<file path="src/rtl/bcs_pkg.sv">
package bcs_pkg;

    typedef enum logic [2:0] {
        BLEN_NONE,
        BLEN_2,
        BLEN_4,
        BLEN_8,
        BLEN_PAGE
    } blen_e;

    typedef enum logic {
        ORD_SEQ = 1'b0,
        ORD_XOR = 1'b1
    } order_e;

    typedef struct packed {
        blen_e      blen;
        order_e     order;
        logic [1:0] cas;
        logic       err;
    } mode_t;

    localparam int unsigned MW_BL_LSB  = 0;
    localparam int unsigned MW_BT_BIT  = 3;
    localparam int unsigned MW_CL_LSB  = 4;
    localparam int unsigned MW_OP_LSB  = 7;
    localparam int unsigned MW_DLL_BIT = 8;

    function automatic blen_e decode_blen(input logic [2:0] code);
        case (code)
            3'b001:  return BLEN_2;
            3'b010:  return BLEN_4;
            3'b011:  return BLEN_8;
            3'b111:  return BLEN_PAGE;
            default: return BLEN_NONE;
        endcase
    endfunction

    function automatic logic [1:0] decode_cas(input logic [2:0] code);
        case (code)
            3'b010:  return 2'd2;
            3'b011:  return 2'd3;
            default: return 2'd0;
        endcase
    endfunction

    function automatic int unsigned blen_log2(input blen_e b);
        case (b)
            BLEN_2:  return 1;
            BLEN_4:  return 2;
            BLEN_8:  return 3;
            default: return 0;
        endcase
    endfunction

    function automatic mode_t decode_mode(input logic [6:0] low, input logic op_bad);
        mode_t m;
        m.blen  = decode_blen(low[MW_BL_LSB +: 3]);
        m.order = order_e'(low[MW_BT_BIT]);
        m.cas   = decode_cas(low[MW_CL_LSB +: 3]);
        m.err   = (m.blen == BLEN_NONE) || (m.cas == 2'd0) ||
                  ((m.blen == BLEN_PAGE) && (m.order == ORD_XOR)) || op_bad;
        return m;
    endfunction

endpackage

</file>
<file path="src/rtl/bcs_mode_reg.sv">
module bcs_mode_reg
    import bcs_pkg::*;
#(
    parameter int unsigned MODE_W = 11,
    parameter int unsigned BANK_W = 2
) (
    input  logic              clk,
    input  logic              rst,
    input  logic              load_i,
    input  logic [BANK_W-1:0] bank_i,
    input  logic [MODE_W-1:0] word_i,
    output mode_t             mode_o
);

    localparam int unsigned OP_W = MODE_W - MW_OP_LSB;
    localparam logic [OP_W-1:0] OP_IGNORE = OP_W'(1) << (MW_DLL_BIT - MW_OP_LSB);

    logic [MODE_W-1:0] word_q;
    logic              base_sel;
    logic              op_bad;

    assign base_sel = (bank_i == '0);

    always_ff @(posedge clk) begin
        if (rst) begin
            word_q <= '0;
        end else if (load_i && base_sel) begin
            word_q <= word_i;
        end
    end

    assign op_bad = |(word_q[MODE_W-1:MW_OP_LSB] & ~OP_IGNORE);
    assign mode_o = decode_mode(word_q[6:0], op_bad);

    // a load aimed at another bank must not disturb the decoded mode
    assert_bank_guard_R5: assert property (@(posedge clk) disable iff (rst)
        (load_i && !base_sel) |=> $stable(mode_o));

endmodule

</file>
<file path="src/rtl/bcs_beat_ctrl.sv">
module bcs_beat_ctrl
    import bcs_pkg::*;
#(
    parameter int unsigned COL_W = 8
) (
    input  logic             clk,
    input  logic             rst,
    input  logic             start_i,
    input  logic [COL_W-1:0] col_i,
    input  logic             adv_i,
    input  logic             term_i,
    input  blen_e            blen_i,
    input  order_e           order_i,
    input  logic             err_i,
    output logic             active_o,
    output logic [COL_W-1:0] beat_o,
    output logic [COL_W-1:0] base_o,
    output blen_e            blen_o,
    output order_e           order_o,
    output logic             last_o
);

    logic             accept;
    logic [COL_W-1:0] final_beat;

    assign accept = start_i && !err_i;

    always_comb begin
        case (blen_o)
            BLEN_2:  final_beat = COL_W'(1);
            BLEN_4:  final_beat = COL_W'(3);
            BLEN_8:  final_beat = COL_W'(7);
            default: final_beat = '0;
        endcase
    end

    assign last_o = active_o && (blen_o != BLEN_PAGE) && (beat_o == final_beat);

    always_ff @(posedge clk) begin
        if (rst) begin
            active_o <= 1'b0;
            beat_o   <= '0;
            base_o   <= '0;
            blen_o   <= BLEN_NONE;
            order_o  <= ORD_SEQ;
        end else if (accept) begin
            active_o <= 1'b1;
            beat_o   <= '0;
            base_o   <= col_i;
            blen_o   <= blen_i;
            order_o  <= order_i;
        end else if (active_o) begin
            if (term_i) begin
                active_o <= 1'b0;
            end else if (adv_i) begin
                if (last_o) begin
                    active_o <= 1'b0;
                end else begin
                    beat_o <= beat_o + COL_W'(1);
                end
            end
        end
    end

    // a start seen under a mode error leaves an idle sequencer idle
    assert_err_blocks_R7: assert property (@(posedge clk) disable iff (rst)
        (start_i && err_i && !active_o) |=> !active_o);

    // a start seen under a mode error does not restart a running burst
    assert_err_keeps_R7: assert property (@(posedge clk) disable iff (rst)
        (start_i && err_i && active_o && !adv_i && !term_i) |=> $stable(beat_o) && $stable(base_o));

    // advancing past the final beat ends the burst
    assert_last_ends_R12: assert property (@(posedge clk) disable iff (rst)
        (last_o && adv_i && !start_i) |=> !active_o);

    // a full-page burst never flags a final beat
    assert_page_nolast_R11: assert property (@(posedge clk) disable iff (rst)
        (active_o && blen_o == BLEN_PAGE) |-> !last_o);

    // terminate ends a running burst unless a start is accepted
    assert_term_R13: assert property (@(posedge clk) disable iff (rst)
        (active_o && term_i && !start_i) |=> !active_o);

endmodule

</file>
<file path="src/rtl/bcs_addr_gen.sv">
module bcs_addr_gen
    import bcs_pkg::*;
#(
    parameter int unsigned COL_W = 8
) (
    input  logic [COL_W-1:0] base_i,
    input  logic [COL_W-1:0] beat_i,
    input  blen_e            blen_i,
    input  order_e           order_i,
    output logic [COL_W-1:0] mask_o,
    output logic [COL_W-1:0] col_o
);

    logic [COL_W-1:0] up_col;
    logic [COL_W-1:0] down_col;
    logic [COL_W-1:0] xor_col;
    logic [COL_W-1:0] wrap_col;

    for (genvar i = 0; i < COL_W; i++) begin : g_mask
        assign mask_o[i] = (blen_i == BLEN_PAGE) || (i < blen_log2(blen_i));
    end

    assign up_col   = base_i + beat_i;
    assign down_col = base_i - beat_i;
    assign xor_col  = base_i ^ beat_i;
    assign wrap_col = (order_i == ORD_XOR) ? xor_col : up_col;

    always_comb begin
        if (blen_i == BLEN_PAGE) begin
            col_o = base_i[0] ? down_col : up_col;
        end else begin
            col_o = (base_i & ~mask_o) | (wrap_col & mask_o);
        end
    end

endmodule

</file>
<file path="src/rtl/burst_col_seq.sv">
module burst_col_seq
    import bcs_pkg::*;
#(
    parameter int unsigned COL_W  = 8,
    parameter int unsigned MODE_W = 11,
    parameter int unsigned BANK_W = 2
) (
    input  logic              clk,
    input  logic              rst,
    input  logic              load_mode_i,
    input  logic [BANK_W-1:0] mode_bank_i,
    input  logic [MODE_W-1:0] mode_addr_i,
    input  logic              burst_start_i,
    input  logic [COL_W-1:0]  start_col_i,
    input  logic              advance_i,
    input  logic              terminate_i,
    output logic [COL_W-1:0]  col_o,
    output logic              valid_o,
    output logic              last_o,
    output logic [COL_W:0]    burst_len_o,
    output logic              burst_type_o,
    output logic [1:0]        cas_lat_o,
    output logic              mode_err_o
);

    localparam int unsigned LEN_W = COL_W + 1;

    mode_t            mode;
    logic [COL_W-1:0] beat;
    logic [COL_W-1:0] base;
    logic [COL_W-1:0] mask;
    blen_e            run_blen;
    order_e           run_order;

    bcs_mode_reg #(
        .MODE_W (MODE_W),
        .BANK_W (BANK_W)
    ) u_mode (
        .clk    (clk),
        .rst    (rst),
        .load_i (load_mode_i),
        .bank_i (mode_bank_i),
        .word_i (mode_addr_i),
        .mode_o (mode)
    );

    bcs_beat_ctrl #(
        .COL_W (COL_W)
    ) u_ctrl (
        .clk      (clk),
        .rst      (rst),
        .start_i  (burst_start_i),
        .col_i    (start_col_i),
        .adv_i    (advance_i),
        .term_i   (terminate_i),
        .blen_i   (mode.blen),
        .order_i  (mode.order),
        .err_i    (mode.err),
        .active_o (valid_o),
        .beat_o   (beat),
        .base_o   (base),
        .blen_o   (run_blen),
        .order_o  (run_order),
        .last_o   (last_o)
    );

    bcs_addr_gen #(
        .COL_W (COL_W)
    ) u_addr (
        .base_i  (base),
        .beat_i  (beat),
        .blen_i  (run_blen),
        .order_i (run_order),
        .mask_o  (mask),
        .col_o   (col_o)
    );

    always_comb begin
        case (mode.blen)
            BLEN_2:    burst_len_o = LEN_W'(2);
            BLEN_4:    burst_len_o = LEN_W'(4);
            BLEN_8:    burst_len_o = LEN_W'(8);
            BLEN_PAGE: burst_len_o = LEN_W'(1) << COL_W;
            default:   burst_len_o = '0;
        endcase
    end

    assign burst_type_o = mode.order;
    assign cas_lat_o    = mode.cas;
    assign mode_err_o   = mode.err;

    // inside a fixed burst the bits above the block never move
    assert_upper_fixed_R9: assert property (@(posedge clk) disable iff (rst)
        (valid_o && $past(valid_o) && !$past(burst_start_i) && run_blen != BLEN_PAGE)
        |-> ((col_o & ~mask) == ($past(col_o) & ~mask)));

    // an accepted start shows its own column in the next cycle
    assert_start_col_R8: assert property (@(posedge clk) disable iff (rst)
        (burst_start_i && !mode_err_o) |=> (valid_o && col_o == $past(start_col_i)));

    // the final-beat flag only appears inside a running burst
    assert_last_valid_R12: assert property (@(posedge clk) disable iff (rst)
        last_o |-> valid_o);

endmodule

</file>
<file path="config.mk">
export PLATFORM = sky130hd
export DESIGN_NAME = burst_col_seq
export DESIGN_NICKNAME = d
export VERILOG_FILES = /design/src/rtl/bcs_pkg.sv /design/src/rtl/bcs_mode_reg.sv /design/src/rtl/bcs_beat_ctrl.sv /design/src/rtl/bcs_addr_gen.sv /design/src/rtl/burst_col_seq.sv
export SDC_FILE = /design/constraint.sdc
export NUM_CORES = 1
export LEC_CHECK = 0
export BUFFER_PORTS_ARGS = -buffer_cell sky130_fd_sc_hd__buf_2
export CAP_MARGIN = 5
export CORE_UTILIZATION = 50
export DETAILED_ROUTE_END_ITERATION = 8
export PLACE_DENSITY = 0.75
export SYNTH_ARGS = -nofsm -noshare
export SYNTH_HDL_FRONTEND = slang
export SYNTH_SLANG_ARGS = --single-unit
export TNS_END_PERCENT = 10
</file>
<file path="constraint.sdc">
create_clock -name clk -period 5.3 [get_ports clk]
set_input_delay 0.53 -clock clk [delete_from_list [all_inputs] [get_ports clk]]
set_output_delay 0.53 -clock clk [all_outputs]
set_load 0.03 [all_outputs]
</file>
==> results.sh <==
export IMPL_status="complete, no violations"
export IMPL_first_pass_iters=4
export IMPL_powerDensity_nw_per_um2=192
export IMPL_synthArstFlopShare_pct=0
export IMPL_r2r_end="u_ctrl.beat_o[7]"
export IMPL_cts_setup_buffers=0
export IMPL_rows=23
export IMPL_p_leak_nw=1.15
export IMPL_vias=1922
export IMPL_yosys_area_top_type="dfxtp_1"
export IMPL_setup_ws_ns=2.14
export IMPL_reg2reg_from="u_mode.word_q[3]"
export IMPL_drive_above_1_share_pct=17.8
export IMPL_clk_path_buf_depth=2
export IMPL_root_buffer="clkbuf_8"
export IMPL_fp_dieH_um=68.0
export IMPL_grt_max_degree=26
export IMPL_max_slew_margin_rel_pct=36.4
export IMPL_fmax_ghz=0.316
export IMPL_skew_ns=0.00445
export IMPL_ir_drop_v=0.000205
export IMPL_yosys_top_cells_count="35 x nor2_1, 31 x dfxtp_1, 21 x mux2i_1"
export IMPL_hold_buffers=0
export IMPL_cp_start_kind="flop"
export IMPL_final_nets=346
export IMPL_wire_per_inst_um=12.5
export IMPL_cpPeakStageDelay_ns=0.56
export IMPL_ff2ff_setup_slack_ns=3.32
export IMPL_fin_cells=354
export IMPL_arrival_ns=2.63
export IMPL_grt_total_usage_pct=21.2
export IMPL_cts_sinks=31
export IMPL_synth_edf_count=0
export IMPL_overflow=0
export IMPL_hold_path_class="in2reg"
export IMPL_gr_usage_met3_pct=4.50
export IMPL_core_um2=4090
export IMPL_synth_seq_cells=31
export IMPL_die_area_um2=4620
export IMPL_setup_viol_count_final=0
export IMPL_wl_mm=4.41
export IMPL_synth_cells=268
export IMPL_path_cells="inv_1 -> ha_1 -> inv_1 -> o2111ai_1 -> nand3b_1 -> a2111oi_0 -> o21ai_0 -> nand4_1 -> buf_2"
export IMPL_antenna_found_initial=0
export IMPL_critPathCapture="col_o[7]"
export IMPL_setup_tns_ns=0
export IMPL_met2_usage_pct=31.1
export IMPL_vias_per_cell=5.43
export IMPL_path_max_fanout=7
export IMPL_netlist_area_leader_share_pct=28.5
export IMPL_period_share_pct=59.6
export IMPL_place_ws_ns=2.46
export IMPL_busiest_layer="met2"
export IMPL_drc=0
export IMPL_htreeDepth=2
export IMPL_place_congestion=0.863
export IMPL_crit_path_start="u_ctrl.beat_o[3]"
export IMPL_grt_pass1_vias=1621
export IMPL_yosysSeqAreaShare_pct=28.5
export IMPL_critical_path_required_ns=4.77
export IMPL_area_growth_pct=13.3
export IMPL_first_iter_violations=144
export IMPL_crit_path_frequent_cell="inv_1"
export IMPL_worst_pin_slew_ns=0.950
export IMPL_whs_ns=0.478
export IMPL_fin_crit_ns=3.16
export IMPL_cp_end_kind="output port"
export IMPL_die_w_um=68.0
export IMPL_synth_avg_cell_area_um2=8.11
export IMPL_syn_area_um2=2170
export IMPL_hpwlAfterDp_mm=3.35
export IMPL_ant_nets=0
export IMPL_slew_viol_final=0
export IMPL_max_cap_violations=0
export IMPL_cts_tree="built"
export IMPL_num_io_pins=50
export IMPL_ff2ff_path_depth=6
export IMPL_worstSetupPathType="reg2out"
export IMPL_hold_viol=0
export IMPL_grt_pass1_wl_mm=7.39
export IMPL_grt_met1_usage_pct=30.6
export IMPL_ys_warn_count=0
export IMPL_diodes=0
export IMPL_total_power_mw=0.473
export IMPL_cts_resized=0
export IMPL_cp_slowest_cell="a2111oi_0"
export IMPL_clkLatencyLatePin_ns=0.28
export IMPL_yosysMostFrequentCell="nor2_1"
export IMPL_ys_top_cells_by_area="dfxtp_1 29%, mux2i_1 9.7%, ha_1 8.6%"
export IMPL_ys_flop_type="dfxtp_1"
export IMPL_placed_cells=346
export IMPL_rsz0062_at_grt="false"
export IMPL_clk_pin_slew_worst_paths_ns=0.06
export IMPL_numCtsBuffers=5
export IMPL_synth_cell_types=49
export IMPL_io_buffers=43
export IMPL_initial_core_util_pct=53.2
==> metrics by stage <==
| step | instance area, µm² | utilization, % |
|---|---|---|
| 2_1_floorplan | 2190 | - |
| 3_3_place_gp | 2360 | 57.9 |
| 3_5_place_dp | 2360 | 57.9 |
| 4_1_cts | 2460 | 60.3 |
| 5_1_grt | 2460 | 60.3 |
| 6_report | 2460 | 60.3 |
==> layout make-up <==
cell class,count,area [µm²]
flip-flops and latches,31,621
clock buffers,8,100
multi-input cells,203,1400
inverters,19,71.3
repair buffers,43,215
fillers,393,1620
well taps,50,62.6
==> worst min-delay path by stage <==
stage | slack, ns | start | to | cells after the start
after floorplan | 0.45 | u_mode.word_q[4] | u_mode.word_q[4] | 2
after global placement | 0.46 | u_mode.word_q[4] | u_mode.word_q[4] | 2
after detailed placement | 0.48 | u_mode.word_q[4] | u_mode.word_q[4] | 2
after CTS | 0.47 | start_col_i[4] | u_ctrl.base_o[4] | 3
after global routing | 0.49 | start_col_i[7] | u_ctrl.base_o[7] | 3
final | 0.48 | start_col_i[4] | u_ctrl.base_o[4] | 3
==> state kept, by name, indices dropped and copies added, names as in the netlist <==
register and cells:
u_mode.word_q 10, u_ctrl.base_o 8, u_ctrl.beat_o 8, u_ctrl.blen_o 3, u_ctrl.active_o 1, u_ctrl.order_o 1
==> per-layer routing <==
layer | wire length (µm) | share of wire, % | vias up
met5 | 0 | 0 | -
met4 | 44 | 1.0 | 0
met3 | 160 | 3.6 | 4
met2 | 1960 | 44 | 40
met1 | 2250 | 51 | 888
li1 | - | - | 990
==> power by group <==
| part | internal (mW) | switching [mW] |
|---|---|---|
| registers | 0.236 | 0.00248 |
| logic | 0.0136 | 0.0197 |
| clock network | 0.118 | 0.0828 |
| total | 0.368 | 0.105 |
==> cell families after synthesis <==
| kind of cell | count (synthesis) | synth area share (%) |
|---|---|---|
| xor gates and xnor gates | 12 | 4.83 |
| AOI/OAI and AO/OA | 57 | 17.4 |
| and+or+nand+nor | 92 | 21.6 |
| adders and majority gates | 16 | 9.55 |
| other | 1 | 0.172 |
| buffers and inverters | 38 | 8.23 |
| muxes | 21 | 9.67 |
| DFF | 31 | 28.5 |
==> placed cells by master, fill, tap and decap left out, types with 3 or more instances in the layout <==
master | Yosys | layout
xnor2_1 | 11 | 11
nor2b_1 | 9 | 9
nor3b_1 | 5 | 4
ha_1 | 15 | 15
o31ai_1 | 3 | 3
o21ai_0 | 15 | 15
conb_1 | 1 | 5
dfxtp_1 | 31 | 31
and2_1 | 3 | 3
clkbuf_8 | 0 | 7
a22oi_1 | 3 | 3
nand3_1 | 5 | 5
a21oi_1 | 16 | 16
nor2_1 | 35 | 35
inv_1 | 19 | 19
buf_2 | 5 | 43
nand4_1 | 5 | 5
mux2i_1 | 21 | 21
nand2_1 | 16 | 16
==> worst max-delay path, delay by kind of cell, from the launching register on <==
family / cells / cell delay [ns]
adder cells (fa/ha/maj): 1 / 0.39
AO/OA/AOI/OAI: 3 / 0.83
AND/OR/NAND/NOR: 2 / 0.24
flip-flops: 1 / 0.47
buffers and inverters: 3 / 0.41
No activity file was read; power rests on OpenSTA's default activity.
